===== src/rtl/pwm_pkg.sv =====
package pwm_pkg;
  localparam int PRE_MAX  = 10;
  localparam int PRE_W    = 4;
  localparam int MODE_W   = 6;
  localparam int PCNT_W   = PRE_MAX + 1;

  localparam int REG_START = 'h00;
  localparam int REG_STOP  = 'h04;
  localparam int REG_RUN   = 'h08;
  localparam int REG_FLAG  = 'h0C;
  localparam int CH_BASE   = 'h20;
  localparam int CH_SH     = 4;

  localparam logic [1:0] OFF_MODE = 2'd0;
  localparam logic [1:0] OFF_DUTY = 2'd1;
  localparam logic [1:0] OFF_PER  = 2'd2;
  localparam logic [1:0] OFF_UPD  = 2'd3;

  typedef struct packed {
    logic             upd_sel;
    logic             pol;
    logic [PRE_W-1:0] pre;
  } mode_t;
endpackage


===== src/rtl/pwm_prescale.sv =====
module pwm_prescale
  import pwm_pkg::*;
(
  input  logic             clk,
  input  logic             rst,
  input  logic             restart,
  input  logic             run,
  input  logic [PRE_W-1:0] sel,
  output logic             tick
);
  logic [PCNT_W-1:0] pcnt_q;
  logic [PRE_W-1:0]  sel_c;
  logic [PCNT_W-1:0] mask;

  always_comb begin
    sel_c = (sel > PRE_W'(PRE_MAX)) ? PRE_W'(PRE_MAX) : sel;
    mask  = (PCNT_W'(1) << sel_c) - PCNT_W'(1);
    tick  = run && ((pcnt_q & mask) == mask);
  end

  always_ff @(posedge clk) begin
    if (rst)          pcnt_q <= '0;
    else if (restart) pcnt_q <= '0;
    else if (run)     pcnt_q <= pcnt_q + PCNT_W'(1);
  end


  halt_freeze_chk: assert property (@(posedge clk) disable iff (rst)
    (!run && !restart) |=> $stable(pcnt_q));
endmodule


===== src/rtl/pwm_channel.sv =====
module pwm_channel
  import pwm_pkg::*;
#(
  parameter int PW = 16
) (
  input  logic              clk,
  input  logic              rst,
  input  logic              start,
  input  logic              stop,
  input  logic              mode_we,
  input  logic              duty_we,
  input  logic              per_we,
  input  logic              upd_we,
  input  logic [MODE_W-1:0] mode_wd,
  input  logic [PW-1:0]     wdata,
  output logic [MODE_W-1:0] mode_rb,
  output logic [PW-1:0]     duty_rb,
  output logic [PW-1:0]     per_rb,
  output logic [PW-1:0]     upd_rb,
  output logic              running,
  output logic              pstart,
  output logic              pwm_o
);
  mode_t         mode_q;
  logic [PW-1:0] duty_q, per_q, cnt_q, upd_q;
  logic          pend_q, run_q, out_q;
  logic          tick, last, wrap;
  logic [PW:0]   cnt_nx;

  pwm_prescale u_pre (
    .clk     (clk),
    .rst     (rst),
    .restart (start),
    .run     (run_q),
    .sel     (mode_q.pre),
    .tick    (tick)
  );

  always_comb begin
    cnt_nx = {1'b0, cnt_q} + (PW+1)'(1);
    last   = cnt_nx >= {1'b0, per_q};
    wrap   = run_q && tick && last;
  end

  always_ff @(posedge clk) begin
    if (rst) begin
      run_q <= 1'b0;
      cnt_q <= '0;
    end else begin
      if (start)     run_q <= 1'b1;
      else if (stop) run_q <= 1'b0;
      if (start)          cnt_q <= '0;
      else if (wrap)      cnt_q <= '0;
      else if (run_q && tick) cnt_q <= cnt_nx[PW-1:0];
    end
  end

  always_ff @(posedge clk) begin
    if (rst) begin
      mode_q <= '0;
      duty_q <= '0;
      per_q  <= '0;
      upd_q  <= '0;
      pend_q <= 1'b0;
    end else begin
      if (mode_we) mode_q <= mode_t'(mode_wd);
      if (pend_q && (wrap || stop)) begin
        pend_q <= 1'b0;
        if (mode_q.upd_sel) per_q  <= upd_q;
        else                duty_q <= upd_q;
      end
      if (upd_we) begin
        upd_q <= wdata;
        if (run_q) pend_q <= 1'b1;
        else if (mode_q.upd_sel) per_q <= wdata;
        else duty_q <= wdata;
      end
      if (duty_we) duty_q <= wdata;
      if (per_we)  per_q  <= wdata;
    end
  end

  always_ff @(posedge clk) begin
    if (rst) out_q <= 1'b0;
    else     out_q <= (run_q && (cnt_q >= duty_q)) ^ mode_q.pol;
  end

  assign mode_rb = mode_q;
  assign duty_rb = duty_q;
  assign per_rb  = per_q;
  assign upd_rb  = upd_q;
  assign running = run_q;
  assign pstart  = start || wrap;
  assign pwm_o   = out_q;


  start_clr_chk: assert property (@(posedge clk) disable iff (rst)
    start |=> (running && cnt_q == '0));

  stop_halt_chk: assert property (@(posedge clk) disable iff (rst)
    (stop && !start) |=> !running);

  cnt_hold_chk: assert property (@(posedge clk) disable iff (rst)
    (run_q && !tick && !start) |=> $stable(cnt_q));

  idle_level_chk: assert property (@(posedge clk) disable iff (rst)
    !run_q |=> (pwm_o == $past(mode_q.pol)));

  upd_xfer_chk: assert property (@(posedge clk) disable iff (rst)
    (wrap && !upd_we) |=> !pend_q);

  idle_upd_chk: assert property (@(posedge clk) disable iff (rst)
    (!run_q && !pend_q && !start) |=> !pend_q);
endmodule


===== src/rtl/pwm_regif.sv =====
module pwm_regif
  import pwm_pkg::*;
#(
  parameter int NCH = 4,
  parameter int PW  = 16,
  parameter int DW  = 32,
  parameter int AW  = 8
) (
  input  logic                         clk,
  input  logic                         rst,
  input  logic                         wr_en,
  input  logic [AW-1:0]                wr_addr,
  input  logic [NCH-1:0]               wr_bits,
  input  logic                         rd_en,
  input  logic [AW-1:0]                rd_addr,
  output logic [DW-1:0]                rd_data,
  input  logic [NCH-1:0][MODE_W-1:0]   mode_rb,
  input  logic [NCH-1:0][PW-1:0]       duty_rb,
  input  logic [NCH-1:0][PW-1:0]       per_rb,
  input  logic [NCH-1:0][PW-1:0]       upd_rb,
  input  logic [NCH-1:0]               run_rb,
  input  logic [NCH-1:0]               pstart,
  output logic [NCH-1:0]               start_v,
  output logic [NCH-1:0]               stop_v,
  output logic [NCH-1:0]               mode_we,
  output logic [NCH-1:0]               duty_we,
  output logic [NCH-1:0]               per_we,
  output logic [NCH-1:0]               upd_we
);
  localparam int CHW = (NCH > 1) ? $clog2(NCH) : 1;

  logic [AW-1:0]  wrel, widx, rrel, ridx;
  logic           wsel_ch, rsel_ch, flag_rd;
  logic [NCH-1:0] flag_q;
  logic [DW-1:0]  rmux, rd_q;
  logic [CHW-1:0] rch;
  logic           unused_lsb;

  always_comb begin
    wrel    = wr_addr - AW'(CH_BASE);
    widx    = wrel >> CH_SH;
    wsel_ch = wr_en && (wr_addr >= AW'(CH_BASE)) && (widx < AW'(NCH));
    start_v = (wr_en && wr_addr == AW'(REG_START)) ? wr_bits : '0;
    stop_v  = (wr_en && wr_addr == AW'(REG_STOP))  ? wr_bits : '0;
    for (int n = 0; n < NCH; n++) begin
      mode_we[n] = wsel_ch && (widx == AW'(n)) && (wrel[3:2] == OFF_MODE);
      duty_we[n] = wsel_ch && (widx == AW'(n)) && (wrel[3:2] == OFF_DUTY);
      per_we[n]  = wsel_ch && (widx == AW'(n)) && (wrel[3:2] == OFF_PER);
      upd_we[n]  = wsel_ch && (widx == AW'(n)) && (wrel[3:2] == OFF_UPD);
    end
  end

  always_comb begin
    rrel    = rd_addr - AW'(CH_BASE);
    ridx    = rrel >> CH_SH;
    rsel_ch = (rd_addr >= AW'(CH_BASE)) && (ridx < AW'(NCH));
    rch     = ridx[CHW-1:0];
    flag_rd = rd_en && (rd_addr == AW'(REG_FLAG));
    rmux    = '0;
    if (rd_addr == AW'(REG_RUN)) begin
      rmux[NCH-1:0] = run_rb;
    end else if (rd_addr == AW'(REG_FLAG)) begin
      rmux[NCH-1:0] = flag_q;
    end else if (rsel_ch) begin
      case (rrel[3:2])
        OFF_MODE: rmux[MODE_W-1:0] = mode_rb[rch];
        OFF_DUTY: rmux[PW-1:0]     = duty_rb[rch];
        OFF_PER:  rmux[PW-1:0]     = per_rb[rch];
        default:  rmux[PW-1:0]     = upd_rb[rch];
      endcase
    end
  end

  assign unused_lsb = ^{wrel[1:0], rrel[1:0]};

  always_ff @(posedge clk) begin
    if (rst) begin
      flag_q <= '0;
      rd_q   <= '0;
    end else begin
      flag_q <= (flag_rd ? '0 : flag_q) | pstart;
      if (rd_en) rd_q <= rmux;
    end
  end

  assign rd_data = rd_q;


  flag_set_chk: assert property (@(posedge clk) disable iff (rst)
    (pstart != '0) |=> ((flag_q & $past(pstart)) == $past(pstart)));

  flag_clr_chk: assert property (@(posedge clk) disable iff (rst)
    (flag_rd && pstart == '0) |=> (flag_q == '0));
endmodule


===== src/rtl/pwm_quad_defer.sv =====
module pwm_quad_defer
  import pwm_pkg::*;
#(
  parameter int NCH = 4,
  parameter int PW  = 16,
  parameter int DW  = 32,
  parameter int AW  = 8
) (
  input  logic           clk,
  input  logic           rst,
  input  logic           wr_en,
  input  logic [AW-1:0]  wr_addr,
  input  logic [DW-1:0]  wr_data,
  input  logic           rd_en,
  input  logic [AW-1:0]  rd_addr,
  output logic [DW-1:0]  rd_data,
  output logic [NCH-1:0] pwm_o
);
  logic [NCH-1:0][MODE_W-1:0] mode_rb;
  logic [NCH-1:0][PW-1:0]     duty_rb, per_rb, upd_rb;
  logic [NCH-1:0] run_rb, pstart, start_v, stop_v;
  logic [NCH-1:0] mode_we, duty_we, per_we, upd_we;
  logic           unused_wdata;

  assign unused_wdata = ^wr_data;

  pwm_regif #(.NCH(NCH), .PW(PW), .DW(DW), .AW(AW)) u_regif (
    .clk     (clk),
    .rst     (rst),
    .wr_en   (wr_en),
    .wr_addr (wr_addr),
    .wr_bits (wr_data[NCH-1:0]),
    .rd_en   (rd_en),
    .rd_addr (rd_addr),
    .rd_data (rd_data),
    .mode_rb (mode_rb),
    .duty_rb (duty_rb),
    .per_rb  (per_rb),
    .upd_rb  (upd_rb),
    .run_rb  (run_rb),
    .pstart  (pstart),
    .start_v (start_v),
    .stop_v  (stop_v),
    .mode_we (mode_we),
    .duty_we (duty_we),
    .per_we  (per_we),
    .upd_we  (upd_we)
  );

  for (genvar g = 0; g < NCH; g++) begin : g_ch
    pwm_channel #(.PW(PW)) u_ch (
      .clk     (clk),
      .rst     (rst),
      .start   (start_v[g]),
      .stop    (stop_v[g]),
      .mode_we (mode_we[g]),
      .duty_we (duty_we[g]),
      .per_we  (per_we[g]),
      .upd_we  (upd_we[g]),
      .mode_wd (wr_data[MODE_W-1:0]),
      .wdata   (wr_data[PW-1:0]),
      .mode_rb (mode_rb[g]),
      .duty_rb (duty_rb[g]),
      .per_rb  (per_rb[g]),
      .upd_rb  (upd_rb[g]),
      .running (run_rb[g]),
      .pstart  (pstart[g]),
      .pwm_o   (pwm_o[g])
    );
  end
endmodule


===== config.mk =====
export PLATFORM = sky130hd
export DESIGN_NAME = pwm_quad_defer
export DESIGN_NICKNAME = d
export VERILOG_FILES = /design/src/rtl/pwm_pkg.sv /design/src/rtl/pwm_prescale.sv /design/src/rtl/pwm_channel.sv /design/src/rtl/pwm_regif.sv /design/src/rtl/pwm_quad_defer.sv
export SDC_FILE = /design/constraint.sdc
export NUM_CORES = 1
export LEC_CHECK = 0
export ABC_AREA = 1
export BUFFER_PORTS_ARGS = -buffer_cell sky130_fd_sc_hd__buf_2
export CELL_PAD_IN_SITES_DETAIL_PLACEMENT = 1
export CELL_PAD_IN_SITES_GLOBAL_PLACEMENT = 1
export CORE_UTILIZATION = 49
export DETAILED_ROUTE_END_ITERATION = 8
export GPL_ROUTABILITY_DRIVEN = 0
export PLACE_DENSITY = 0.95
export SYNTH_ARGS = -nofsm -noshare
export SYNTH_HDL_FRONTEND = slang
export SYNTH_SLANG_ARGS = --single-unit

===== constraint.sdc =====
create_clock -name clk -period 6.3 [get_ports clk]
set_clock_uncertainty 0.2 [all_clocks]
set_input_delay 0.945 -clock clk [delete_from_list [all_inputs] [get_ports clk]]
set_output_delay 0.945 -clock clk [all_outputs]
set_load 0.02 [all_outputs]

==> impl_summary.md <==
Synthesis
The most used flip-flop cell after synthesis is dfxtp_1. The share of synthesized area occupied by flip-flops and latches is 0.302. Yosys mapped a number of flops with a built-in enable equal to 0. The flip-flop and latch count after synthesis is 356. During synthesis, Yosys emitted a total of 0 warnings. The largest area contributor in the netlist is dfxtp_1. Of the post-synthesis cell area, the dominant cell type holds 0.302. The synthesized instance count is between 3000 and 4000. The average footprint of a synthesized cell is 6.62 µm².

The distinct cell type count after synthesis is 51. After synthesis, the most frequently instantiated cells are 610 x nand2_1, 585 x a21oi_1, 428 x inv_1, 395 x o21ai_0, 356 x dfxtp_1. The leading cell type by number of instances after synthesis is nand2_1.

The cell area after synthesis is 23600 µm². In the post-synthesis netlist, the biggest area contributors are dfxtp_1 30%, a21oi_1 12%, nand2_1 9.7%. The post-synthesis async set-or-reset flop share is 0.

Timing
Measured against its own limit, the worst slew margin works out to 0.0271. The clock period could shrink to between 4000 and 5000 ps. Across all hold checks on the routed design, the worst slack comes to 268 ps. Once routing completed, OpenROAD measured the worst setup slack at 1580 ps.

The final hold violation count is 0. In the finished design, the share of the clock period the worst path needs comes to 0.750. The total negative setup slack is 0 ps. The maximum clock frequency is 212 MHz. At the pin with the least slew margin, the transition time is 1440 ps. The final number of setup-violating endpoints is 0. Setup repair after global routing left no endpoint under its margin. The total count of max-transition violations in the final report came to 0.

Floorplanning
The floorplan step defined a die boundary enclosing just under 50000 µm². slightly below 90 I/O pins were placed. The x dimension of the die is 222 µm. The total area inside the core boundary comes to 47600 µm². The y dimension of the die is 222 µm. The initial core utilization is 0.496.

The number of rows created at floorplan is 80.

Drt
The met2 routed wirelength is about 43 mm. In the routed layout, each cell is associated on average with a via count of 6.47. The highest metal layer with signal wires is met5. The total iterations of the first detailed-routing run is 6. For this block, the routed nets add up to between 90 and 100 mm of wire. In the final routed layout, each cell accounts on average for 23.9 µm.

The count of nets left with antenna violations once routing finished came out at 0. After detailed routing, the wire length on met1 is 38.3 mm. The overall via count from detail_route is 26700. After detailed routing, the met3 layer carries 10.7 mm of wire. For this block, the initial DRC count from the detailed router was 3340. After detailed routing, the number of remaining DRC violations is 0.

Clock tree
For this design, the CTS-stage hold fixing added 0 buffers. Clock-pin slew was measured on the worst setup and hold paths at 60 ps. After clock tree synthesis, the setup repair step added 0 buffers. The number of sinks on the clock net is 356.

In this run the number of H-tree levels came out at 2. The number of buffers on the longest clock path is 3. Post-CTS repair changed the size of 0 cells. TritonCTS built the clock tree.

Clock tree synthesis selected as its root buffer the cell clkbuf_16. Clock tree synthesis inserted a total of 44 buffers. The later-pin clock latency in the skew report is 620 ps.

Job
The tool flagged a number of max-cap violations equal to 0.

Placed design
After legalization and detailed placement, the total HPWL measured 68.1 mm. In this run the tool buffered the top-level ports with 55 buffer cells. The pre-CTS setup slack is 1840 ps.

Worst setup path
In this run the worst path has a maximum fanout of 34. The critical path arrival is 5050 ps. The number of cells on the worst reg-to-reg path is 21. STA classifies the critical path endpoint as a flop. The category of the critical setup timing path is flop to flop. The reg-to-reg startpoint is g_ch[1].u_ch.cnt_q[2]. The sort of element at the start of the critical path is a flop. The required arrival time at the worst endpoint is 6630 ps.

The setup check on the worst reg-to-reg path leaves a slack of 1580 ps.

GRT
Entering global routing, the biggest net connects 77 pins. The via count of the first global-routing pass is approximately 26000. The first-pass GRT wire length is 151 mm. The total congestion overflow is 0. The initial antenna violation count was 3. The combined global-route utilization of all metal layers is 0.390.

Outcome
The run finished with clean final reports.

Cells and area
In the final layout, the share of cells above drive strength 1 is 0.0656. The utilization after layout is 0.532. 0 antenna diodes ended up in the layout. The growth of design area from synthesis to finish is 7.29%. The number of nets in the finished design is 3686. Counting the fill cells in the layout gives 6373.

Worst hold path
The path with the worst hold slack has its endpoint at u_regif.rd_data[0]. The startpoint identified for the worst hold timing path is u_regif.rd_data[0]. Counting instances, the worst hold path has a depth of 2.

The worst min-delay path class is flop to flop.

Power and ir drop
The total power is 5.29 mW. The peak ir drop on the vdd network is 0.151 mV. The reported leakage power is 10.1 nW.

For this design the ratio of total power to cell area is between 200 and 250 nW/µm².
[worst max-delay path by stage]
| stage | startpoint | end | slack [ps] | cells past startpoint |
|---|---|---|---|---|
| global placement | wr_addr[5] | flop | 1960 | 14 |
| detailed placement | g_ch[1].u_ch.cnt_q[2] | flop | 1840 | 21 |
| finish | g_ch[1].u_ch.cnt_q[2] | flop | 1580 | 21 |
| global route | g_ch[1].u_ch.cnt_q[2] | flop | 1300 | 21 |
| floorplan | rd_addr[5] | u_regif.rd_data[5] | 2860 | 13 |
| CTS | g_ch[1].u_ch.cnt_q[2] | flop | 1710 | 21 |
[kinds of logic after synthesis]
kind of cell    after synthesis  share of synthesized area
fa+ha+maj                   144                     0.0763
xor+xnor                     72                     0.0267
compound gates             1070                      0.233
other cells                   1                   0.000159
simple gates               1246                      0.246
flops                       356                      0.302
buf+inv                     677                      0.116
[critical path: stages (launching register included)]
cell,delay [ps]
dfxtp_1,460
nand3_1,160
nor3b_1,430
nand3_1,230
nor2_1,290
nand4_1,140
xor2_1,180
inv_1,100
ha_1,290
nand2_1,60
nor2_1,180
nand3_1,130
o21bai_1,170
nand3_1,100
nand2_1,50
nand3_1,100
nand2_2,180
nand2_4,370
nand3_4,330
nand2_1,160
nand3_1,100
a21oi_1,190
[cells in the final DEF (no fill, tap or decap), types with 144 or more instances in the layout]
master / count
ha_1: 144
nor2_1: 163
inv_1: 426
dfxtp_1: 356
nand3_1: 201
a21oi_1: 585
nand4_1: 161
nand2_1: 610
o21ai_0: 395
[per-stage QoR]
step,instances,instance area [µm²]
3_5_place_dp,4058,23900
2_1_floorplan,3581,23700
4_1_cts,4133,25300
3_3_place_gp,4058,23900
6_report,4134,25300
5_1_grt,4134,25300
[power breakdown]
group	internal [mW]	leakage (nW)	switching, mW	total, mW
clock network	1.50	0.718	1.09	2.59
registers	2.27	2.87	0.0139	2.28
logic	0.0937	6.50	0.325	0.419
total	3.86	10.1	1.43	5.29
[per-layer routing]
layer  track usage  vias to the layer above
met3        0.0958                      443
met5       0.00391                        -
li1              -                    11800
met1         0.491                    12800
met4         0.236                        6
met2         0.602                     1645
[cell type report]
class / instances / area (µm²) / area share
timing repair buffer: 83 / 488 / 0.0193
sequential: 356 / 7130 / 0.281
tap: 615 / 769 / 0.0304
inverter: 457 / 1720 / 0.0679
multi-input combinational: 2548 / 13800 / 0.545
clock inverter: 9 / 56.3 / 0.00222
clock buffer: 66 / 1380 / 0.0543
No activity file was read; power rests on OpenSTA's default activity.
